===== src/rtl/dtr_pkg.sv =====
package dtr_pkg;
  localparam int ADDR_W    = 12;
  localparam int DATA_W    = 32;
  localparam int CTRL_W    = 8;
  localparam int NUM_CH    = 2;
  localparam int INTEN_BIT = 5;
  localparam int ID_NUM    = 12;

  // register index inside a channel slot (address bits 4:2)
  localparam logic [2:0] RI_LOAD   = 3'd0;
  localparam logic [2:0] RI_COUNT  = 3'd1;
  localparam logic [2:0] RI_CTRL   = 3'd2;
  localparam logic [2:0] RI_INTCLR = 3'd3;
  localparam logic [2:0] RI_RIS    = 3'd4;
  localparam logic [2:0] RI_MIS    = 3'd5;
  localparam logic [2:0] RI_BGLOAD = 3'd6;

  // word addresses (byte address >> 2)
  localparam logic [ADDR_W-3:0] WA_TEST_EN  = 10'h3C0;
  localparam logic [ADDR_W-3:0] WA_TEST_OUT = 10'h3C1;
  localparam logic [ADDR_W-3:0] WA_ID_BASE  = 10'h3F4;

  function automatic logic [7:0] id_byte(input logic [3:0] idx);
    case (idx)
      4'd0:    id_byte = 8'h04;
      4'd4:    id_byte = 8'h23;
      4'd5:    id_byte = 8'hB8;
      4'd6:    id_byte = 8'h1B;
      4'd8:    id_byte = 8'h0D;
      4'd9:    id_byte = 8'hF0;
      4'd10:   id_byte = 8'h05;
      4'd11:   id_byte = 8'hB1;
      default: id_byte = 8'h00;
    endcase
  endfunction
endpackage


===== src/rtl/dtr_addr_decode.sv =====
module dtr_addr_decode
  import dtr_pkg::*;
#(
  parameter int N_CH = NUM_CH
) (
  input  logic              clk,
  input  logic              rst_n,
  input  logic              psel,
  input  logic              penable,
  input  logic              pwrite,
  input  logic [ADDR_W-1:0] paddr,
  output logic              in_ch_area,
  output logic              ch_idx,
  output logic [2:0]        reg_idx,
  output logic              hit_test_en,
  output logic              hit_id,
  output logic [3:0]        id_idx,
  output logic [N_CH-1:0]   load_stb,
  output logic [N_CH-1:0]   bgload_stb,
  output logic [N_CH-1:0]   ctrl_stb,
  output logic [N_CH-1:0]   intclr_stb,
  output logic              test_en_wr,
  output logic              test_out_wr
);
  localparam int WA_W = ADDR_W - 2;

  logic [WA_W-1:0] waddr;
  logic [WA_W-1:0] id_off;
  logic            wr_acc;
  logic [1:0]      unused_low;

  assign unused_low  = paddr[1:0];
  assign waddr       = paddr[ADDR_W-1:2];
  assign wr_acc      = psel & penable & pwrite;
  assign in_ch_area  = (paddr[ADDR_W-1:6] == '0);
  assign ch_idx      = paddr[5];
  assign reg_idx     = paddr[4:2];
  assign hit_test_en = (waddr == WA_TEST_EN);
  assign hit_id      = (waddr >= WA_ID_BASE);
  assign id_off      = waddr - WA_ID_BASE;
  assign id_idx      = id_off[3:0];
  assign test_en_wr  = wr_acc & hit_test_en;
  assign test_out_wr = wr_acc & (waddr == WA_TEST_OUT);

  for (genvar k = 0; k < N_CH; k++) begin : g_stb
    logic sel_k;
    assign sel_k         = wr_acc & in_ch_area & (ch_idx == 1'(k));
    assign load_stb[k]   = sel_k & (reg_idx == RI_LOAD);
    assign bgload_stb[k] = sel_k & (reg_idx == RI_BGLOAD);
    assign ctrl_stb[k]   = sel_k & (reg_idx == RI_CTRL);
    assign intclr_stb[k] = sel_k & (reg_idx == RI_INTCLR);

    AST_CLR_ONE_CYCLE: assert property (@(posedge clk) disable iff (!rst_n)
      intclr_stb[k] |=> !intclr_stb[k]);
  end

  AST_ONE_STROBE: assert property (@(posedge clk) disable iff (!rst_n)
    $onehot0({load_stb, bgload_stb, ctrl_stb, intclr_stb, test_en_wr, test_out_wr}));
  AST_STB_ACCESS_ONLY: assert property (@(posedge clk) disable iff (!rst_n)
    !penable |-> ({load_stb, bgload_stb, ctrl_stb, intclr_stb} == '0));
endmodule


===== src/rtl/dtr_id_rom.sv =====
module dtr_id_rom
  import dtr_pkg::*;
(
  input  logic             clk,
  input  logic             rst_n,
  input  logic [3:0]       idx,
  output logic [DATA_W-1:0] data
);
  assign data = {{(DATA_W-8){1'b0}}, id_byte(idx)};

  AST_ID_CONSTANT: assert property (@(posedge clk) disable iff (!rst_n)
    $stable(idx) |-> $stable(data));
endmodule


===== src/rtl/dtr_itest.sv =====
module dtr_itest
  import dtr_pkg::*;
#(
  parameter int N_CH = NUM_CH
) (
  input  logic            clk,
  input  logic            rst_n,
  input  logic            en_wr,
  input  logic            out_wr,
  input  logic [N_CH-1:0] wbits,
  input  logic [N_CH-1:0] ch_mis,
  output logic            test_en,
  output logic [N_CH-1:0] irq
);
  logic [N_CH-1:0] test_out;

  always_ff @(posedge clk or negedge rst_n) begin
    if (!rst_n) begin
      test_en  <= 1'b0;
      test_out <= '0;
    end else begin
      if (en_wr)  test_en  <= wbits[0];
      if (out_wr) test_out <= wbits;
    end
  end

  for (genvar k = 0; k < N_CH; k++) begin : g_irq
    assign irq[k] = test_en ? test_out[k] : ch_mis[k];
  end

  AST_EN_HOLD: assert property (@(posedge clk) disable iff (!rst_n)
    !en_wr |=> $stable(test_en));
  AST_OUT_HOLD: assert property (@(posedge clk) disable iff (!rst_n)
    !out_wr |=> $stable(test_out));
  AST_NORMAL_PATH: assert property (@(posedge clk) disable iff (!rst_n)
    !test_en |-> (irq == ch_mis));
endmodule


===== src/rtl/apb_dtimer_regif.sv =====
module apb_dtimer_regif
  import dtr_pkg::*;
(
  input  logic                          clk,
  input  logic                          rst_n,
  input  logic                          psel,
  input  logic                          penable,
  input  logic                          pwrite,
  input  logic [ADDR_W-1:0]             paddr,
  input  logic [DATA_W-1:0]             pwdata,
  output logic [DATA_W-1:0]             prdata,
  output logic                          pready,
  output logic                          pslverr,
  input  logic [NUM_CH-1:0][DATA_W-1:0] ch_reload,
  input  logic [NUM_CH-1:0][DATA_W-1:0] ch_count,
  input  logic [NUM_CH-1:0][CTRL_W-1:0] ch_ctrl,
  input  logic [NUM_CH-1:0]             ch_ris,
  output logic [DATA_W-1:0]             ch_wdata,
  output logic [NUM_CH-1:0]             ch_load_stb,
  output logic [NUM_CH-1:0]             ch_bgload_stb,
  output logic [NUM_CH-1:0]             ch_ctrl_stb,
  output logic [NUM_CH-1:0]             ch_intclr_stb,
  output logic [NUM_CH-1:0]             irq_ch,
  output logic                          irq_any
);
  logic              in_ch_area, ch_idx, hit_test_en, hit_id, test_en;
  logic              test_en_wr, test_out_wr;
  logic [2:0]        reg_idx;
  logic [3:0]        id_idx;
  logic [DATA_W-1:0] id_data;
  logic [NUM_CH-1:0] ch_mis;

  assign pready   = 1'b1;
  assign pslverr  = 1'b0;
  assign ch_wdata = pwdata;

  for (genvar k = 0; k < NUM_CH; k++) begin : g_mis
    assign ch_mis[k] = ch_ris[k] & ch_ctrl[k][INTEN_BIT];
  end

  dtr_addr_decode #(.N_CH(NUM_CH)) u_dec (
    .clk(clk), .rst_n(rst_n), .psel(psel), .penable(penable), .pwrite(pwrite),
    .paddr(paddr), .in_ch_area(in_ch_area), .ch_idx(ch_idx), .reg_idx(reg_idx),
    .hit_test_en(hit_test_en), .hit_id(hit_id), .id_idx(id_idx),
    .load_stb(ch_load_stb), .bgload_stb(ch_bgload_stb), .ctrl_stb(ch_ctrl_stb),
    .intclr_stb(ch_intclr_stb), .test_en_wr(test_en_wr), .test_out_wr(test_out_wr)
  );

  dtr_id_rom u_id (.clk(clk), .rst_n(rst_n), .idx(id_idx), .data(id_data));

  dtr_itest #(.N_CH(NUM_CH)) u_itest (
    .clk(clk), .rst_n(rst_n), .en_wr(test_en_wr), .out_wr(test_out_wr),
    .wbits(pwdata[NUM_CH-1:0]), .ch_mis(ch_mis), .test_en(test_en), .irq(irq_ch)
  );

  assign irq_any = |irq_ch;

  always_comb begin
    prdata = '0;
    if (in_ch_area) begin
      unique case (reg_idx)
        RI_LOAD, RI_BGLOAD: prdata = ch_reload[ch_idx];
        RI_COUNT:           prdata = ch_count[ch_idx];
        RI_CTRL:            prdata = {{(DATA_W-CTRL_W){1'b0}}, ch_ctrl[ch_idx]};
        RI_RIS:             prdata = {{(DATA_W-1){1'b0}}, ch_ris[ch_idx]};
        RI_MIS:             prdata = {{(DATA_W-1){1'b0}}, ch_mis[ch_idx]};
        default:            prdata = '0;
      endcase
    end else if (hit_test_en) begin
      prdata = {{(DATA_W-1){1'b0}}, test_en};
    end else if (hit_id) begin
      prdata = id_data;
    end
  end

  AST_NO_WAIT: assert property (@(posedge clk) disable iff (!rst_n)
    pready && !pslverr);
  AST_UNMAPPED_ZERO: assert property (@(posedge clk) disable iff (!rst_n)
    (!in_ch_area && !hit_test_en && !hit_id) |-> (prdata == '0));
  AST_ANY_FOLLOWS: assert property (@(posedge clk) disable iff (!rst_n)
    (irq_ch == '0) |-> !irq_any);
endmodule


===== config.mk =====
export PLATFORM = sky130hd
export DESIGN_NAME = apb_dtimer_regif
export DESIGN_NICKNAME = d
export VERILOG_FILES = /design/src/rtl/dtr_pkg.sv /design/src/rtl/dtr_addr_decode.sv /design/src/rtl/dtr_id_rom.sv /design/src/rtl/dtr_itest.sv /design/src/rtl/apb_dtimer_regif.sv
export SDC_FILE = /design/constraint.sdc
export NUM_CORES = 1
export LEC_CHECK = 0
export ABC_AREA = 0
export BUFFER_PORTS_ARGS = -buffer_cell sky130_fd_sc_hd__clkbuf_2
export CORE_AREA = 2 2 106 108
export DETAILED_ROUTE_END_ITERATION = 12
export DIE_AREA = 0 0 108 110
export PLACE_DENSITY = 0.67
export SLEW_MARGIN = 15
export SYNTH_ARGS = -nofsm -noshare
export SYNTH_HDL_FRONTEND = slang
export SYNTH_HIERARCHICAL = 1
export SYNTH_SLANG_ARGS = --single-unit

===== constraint.sdc =====
create_clock -name clk -period 3.95 [get_ports clk]
set_clock_uncertainty 0.2 [all_clocks]
set_input_delay 0.79 -clock clk [delete_from_list [all_inputs] [get_ports clk]]
set_output_delay 0.79 -clock clk [all_outputs]
set_load 0.01 [all_outputs]

==> results of run 1 <==
-- sequential cells by signal, indices dropped and copies added, names as in the netlist --
name	flops
u_itest/test_en	1
u_itest/test_out	2
-- layer usage --
| metal | GRT usage, % | routed length [um] |
|---|---|---|
| met5 | 0 | 0 |
| met4 | 2.11 | 90 |
| met3 | 2.06 | 695 |
| met2 | 26.7 | 4530 |
| met1 | 15.5 | 3380 |
-- path summary, 6_finish.rpt --
check | startpoint | end
worst max-delay path | paddr[4] | prdata[7]
worst min-delay path | rst_n | u_itest/test_out[1]
worst max register to register | u_itest/test_en | u_itest/test_en
worst min register to register | u_itest/test_out[0] | u_itest/test_out[0]
max in group asynchronous | rst_n | u_itest/test_out[0]
min in group clk | u_itest/test_out[0] | u_itest/test_out[0]
-- layout make-up --
class                           instances  area (um2)
Inverter                                7        26.3
Clock buffer                            4        45.0
Multi-Input combinational cell        250        2000
Fill cell                            1211        7240
Tap cell                              140         175
Sequential cell                         3        75.1
Timing Repair Buffer                  219        1140
-- logic make-up after synthesis --
group,count (synthesis),synth area share (%)
buffers and inverters,96,24.6
AO/OA/AOI/OAI,81,21.5
multiplexers,78,30.8
AND/OR/NAND/NOR,58,16.5
adder cells (fa/ha/maj),6,2.88
other,3,0.431
flip-flops,3,2.88
XOR/XNOR,1,0.336
-- critical path: stages --
cell,delay (ps)
clkbuf_2,240
ha_1,200
or3b_2,460
a211oi_2,260
nor3b_4,300
buf_4,190
nand2_1,50
o21ai_1,70
clkbuf_2,160
-- what timing repair did --
item                                    4_1_cts  5_1_grt
endpoints found under the hold margin         0        0
endpoints found under the setup margin        0        4
gates resized for setup                       0        3
setup buffers                                 0        1
-- cell usage after synthesis (3+ instances only) --
cell type,count,share of area [%]
a21oi_1,10,1.9
a22o_1,29,9.7
and2_1,5,1.2
buf_2,13,2.5
buf_4,67,19
clkbuf_1,7,1.0
conb_1,3,0.43
dfrtp_1,3,2.9
ha_1,6,2.9
inv_1,7,1.0
mux2_1,3,1.3
mux2_2,8,3.5
mux2i_1,65,25
nand2_1,11,1.6
nor2_1,4,0.58
nor4_2,8,3.8
o21ai_1,7,1.3
o22ai_1,33,7.9
or4bb_1,3,1.3
-- power by group through the flow --
stage	Clock (mW)	Combinational, mW	Sequential (mW)
after floorplan	0	0.201	0.0315
after global placement	0	0.263	0.0315
after detailed placement	0	0.265	0.0315
after CTS	0.0924	0.265	0.0312
after global routing	0.0948	0.294	0.0312
final	0.0893	0.262	0.0312
-- metrics by stage --
step	std cells	utilization, %	cell area, um2
floorplan	349	-	2700
global placement	618	31.7	3390
detailed placement	618	31.7	3390
CTS	622	32.1	3440
global route	623	32.4	3460
finish	623	32.4	3460
==> flow_summary.json, run 1 <==
{
  "p_comb_share_pct": 68.5,
  "swShare_pct": 37.6,
  "place_worst_setup_slack_ps": 97.3,
  "cp.required_ps": 2960,
  "rows": 38,
  "grt_max_degree": 84,
  "crit_type": "primary input to output port",
  "ys_warn_count": 6,
  "fp.dieW_um": 108,
  "yosysSeqAreaShare_pct": 2.88,
  "setup_violations": 0,
  "port_buffers": 207,
  "power_switching_uw": 144,
  "slew_headroom_pct": 62.0,
  "clockPowerShare_pct": 23.3,
  "final_common_cell": "clkbuf_2",
  "overflow": 0,
  "rrSetupSlack_ps": 2910,
  "path_clk_slew_ps": 30,
  "max_freq_ghz": 0.269,
  "groute.usage.overall_pct": 13.5,
  "synthFlopType": "dfrtp_1",
  "grt_pass1_vias": 2554,
  "htreeDepth": 1,
  "via_per_inst": 4.66,
  "vias": 2905,
  "max_cap_viol_count": 0,
  "synthCells": 326,
  "holdBufCountCts": 0,
  "peakVddDrop_v": 0.000203,
  "drc": 0,
  "num_antenna_cells": 0,
  "drt_first_pass_iters": 4,
  "run_status": "finished, final reports clean",
  "wl_per_cell_um": 14.0,
  "place.gp.congestion": 0.779,
  "power.share.sequential_pct": 8.2,
  "total_power_uw": 383,
  "cp_max_fo": 15,
  "start_util_pct": 24.4,
  "holdWs_ps": 163,
  "grt_setup_unrepaired": "no",
  "start_kind": "primary input",
  "grt_pass1_wl_um": 12800,
  "clkSinkCount": 3,
  "setup_tns_ps": 0,
  "synth_area_um2": 2610,
  "final_cell_mix": "206 x clkbuf_2, 65 x mux2i_1, 33 x o22ai_1",
  "arrival_ps": 2720,
  "cts_root_buf": "clkbuf_8",
  "drtAntennaViolNets": 0,
  "areaGrowthSynthToFinish_pct": 32.6,
  "die_height_um": 110,
  "layout_setup_ws_ps": 238,
  "synth_seq_cells": 3,
  "antenna_found_initial": 0,
  "min_period_ps": 3710,
  "coreArea_um2": 10700,
  "drtIter0Drc": 59,
  "hold_viol_final": 0,
  "clock_latency_ps": 210,
  "synth_cell_types": 43,
  "power_density_nw_per_um2": 111,
  "p_int_uw": 239,
  "hold_class": "primary input to asynchronous set/reset pin",
  "fin_crit_sh_pct": 94.0,
  "synth.avg_cell_area_um2": 8.01,
  "p_leak_nw": 1.88,
  "dp_hpwl_um": 7290,
  "slew_viol_final": 0,
  "crit_path_end_kind": "output port",
  "worst-r2r-cell-count": 1,
  "tightest_slew_ps": 568,
  "nNetsFinal": 685,
  "clock_path_buffers": 2,
  "wl_um": 8690,
  "cts_tree": "done",
  "synth-edff-count": 0,
  "cts_buffers": 3,
  "io_pins": 272,
  "synthArstFlopShare_pct": 100,
  "drive_gt1_share_pct": 52.0,
  "die-area_um2": 11900
}
No activity file was read; power rests on OpenSTA's default activity.
==> run 2: changes to the inputs <==
--- a/config.mk
+++ b/config.mk
@@ -7,10 +7,11 @@
 export LEC_CHECK = 0
 export ABC_AREA = 0
 export BUFFER_PORTS_ARGS = -buffer_cell sky130_fd_sc_hd__clkbuf_2
-export CORE_AREA = 2 2 106 108
+export CELL_PAD_IN_SITES_DETAIL_PLACEMENT = 1
+export CELL_PAD_IN_SITES_GLOBAL_PLACEMENT = 1
+export CORE_UTILIZATION = 23
 export DETAILED_ROUTE_END_ITERATION = 12
-export DIE_AREA = 0 0 108 110
-export PLACE_DENSITY = 0.67
+export PLACE_DENSITY = 0.9
 export SLEW_MARGIN = 15
 export SYNTH_ARGS = -nofsm -noshare
 export SYNTH_HDL_FRONTEND = slang
==> run 2 against run 1 <==
Critical endpoint is now prdata[2]. Total power up 22%. Global-route usage grew 2.7 points. Largest power group unchanged. Critical path type unchanged. Combinational power is 3% higher. Critical path depth unchanged. Highest routed layer unchanged. Maximum frequency fell by 1.7%. Worst setup slack worse by 66 ps.
==> flow_summary.json, run 2 (synthesis gave the netlist of run 1 again) <==
{
  "via_per_inst": 4.87,
  "cts_tree": "done",
  "dp_hpwl_um": 8530,
  "htreeDepth": 1,
  "slew_viol_final": 0,
  "top_register": "u_itest/test_out",
  "path_clk_slew_ps": 30,
  "crit_type": "primary input to output port",
  "arrival_ps": 2790,
  "hold_viol_final": 0,
  "clkSinkCount": 3,
  "vias": 3018,
  "port_buffers": 207,
  "power_density_nw_per_um2": 135,
  "crit_slowest_cell": "or3b_2",
  "nNetsFinal": 682,
  "peakVddDrop_v": 0.000181,
  "drc": 0,
  "clock_latency_ps": 230,
  "fill_cells": 1420,
  "groute.usage.overall_pct": 16.2,
  "tightest_slew_ps": 647,
  "slew_headroom_pct": 56.9,
  "io_pins": 272,
  "grt_max_degree": 43,
  "seqCellArea_um2": 75.1,
  "cp.required_ps": 2960,
  "cts_root_buf": "clkbuf_16",
  "max_cap_viol_count": 0,
  "clock_path_buffers": 2,
  "cts_buffers": 3,
  "grt_pass1_wl_um": 14900,
  "path_cells": "buf_4 > inv_1 > ha_1 > or3b_2 > a211oi_1 > nor3b_4 > nand2_1 > o21ai_1 > clkbuf_2",
  "p_leak_nw": 1.88,
  "final_common_cell": "clkbuf_2",
  "grt_setup_unrepaired": "no",
  "hold_class": "primary input to asynchronous set/reset pin",
  "drtIter0Drc": 139,
  "antenna_found_initial": 0,
  "max_freq_ghz": 0.265,
  "top_regs": "u_itest/test_out (2), u_itest/test_en (1)",
  "start_kind": "primary input",
  "grt_pass1_vias": 3104,
  "cp_slowest_stage_delay_ps": 450,
  "fp.dieW_um": 109,
  "place.gp.congestion": 0.771,
  "setup_tns_ps": 0,
  "areaGrowthSynthToFinish_pct": 32.7,
  "overflow": 0,
  "num_antenna_cells": 0,
  "fin_crit_sh_pct": 95.6,
  "numPlacedInstances": 616,
  "drive_gt1_share_pct": 51.2,
  "wl_um": 10100,
  "die-area_um2": 11800,
  "worstReg2RegStart": "u_itest/test_en",
  "fin_cells": 620,
  "min_period_ps": 3780,
  "run_status": "finished, final reports clean",
  "worst-r2r-cell-count": 1,
  "cp_max_fo": 8,
  "crit_path_end_kind": "output port",
  "start_util_pct": 23.9,
  "drt_first_pass_iters": 4,
  "wl_per_cell_um": 16.4,
  "largest_reg_flops": 2,
  "final_cell_mix": "206 x clkbuf_2, 65 x mux2i_1, 33 x o22ai_1",
  "coreArea_um2": 10900,
  "die_height_um": 109,
  "rows": 38,
  "startpoint": "paddr[5]",
  "setup_violations": 0,
  "multi_input_area_um2": 1990,
  "drtAntennaViolNets": 0
}
==> run 2: final timing paths <==
check	to	slack [ps]
max	prdata[2]	170
min	u_itest/test_out[0]	150
max reg2reg	u_itest/test_en	2890
min reg2reg	u_itest/test_out[1]	290
max in group asynchronous	u_itest/test_out[1]	3280
min in group clk	u_itest/test_out[1]	290
==> run 2: critical path: cells and delay by family <==
kind | cells | cell delay (ps)
buffers and inverters | 3 | 390
adders and majority gates | 1 | 150
AOI/OAI and AO/OA | 2 | 470
and+or+nand+nor | 3 | 980
==> run 2: through the flow <==
| stage | total power, mW | utilization (%) | hold WS (ps) | setup WS, ps | cell area [um2] |
|---|---|---|---|---|---|
| 2_1_floorplan | 0.233 | - | 258 | 431 | 2700 |
| 3_3_place_gp | 0.291 | 30.9 | 282 | 223 | 3380 |
| 3_5_place_dp | 0.304 | 30.9 | 292 | 105 | 3380 |
| 4_1_cts | 0.470 | 31.6 | 154 | 101 | 3460 |
| 5_1_grt | 0.498 | 31.7 | 155 | 26.9 | 3460 |
| 6_report | 0.466 | 31.7 | 152 | 172 | 3460 |
==> run 2: layout make-up <==
type                            count  area share [%]
Timing Repair Buffer              216            32.3
Sequential cell                     3            2.17
Inverter                            7           0.759
Multi-Input combinational cell    250            57.4
Tap cell                          140            5.06
Clock buffer                        4            2.28
==> run 2: what timing repair did <==
| item | CTS | global route |
|---|---|---|
| gates resized for setup | 0 | 1 |
| endpoints found under the hold margin | 0 | 0 |
| buffers inserted | 0 | 0 |
| hold buffers | 0 | 0 |
| setup endpoints to repair | 0 | 7 |
==> run 2: power breakdown <==
| part | switching [mW] | internal (mW) |
|---|---|---|
| registers | 0.000124 | 0.0311 |
| clock network | 0.0312 | 0.134 |
| logic | 0.132 | 0.138 |
==> run 2: metal layers <==
| metal | wire (um) | global-route usage, % |
|---|---|---|
| met4 | 206 | 5.69 |
| met1 | 3590 | 15.9 |
| met3 | 675 | 2.11 |
| met2 | 5670 | 33.9 |
| met5 | 0 | 0 |
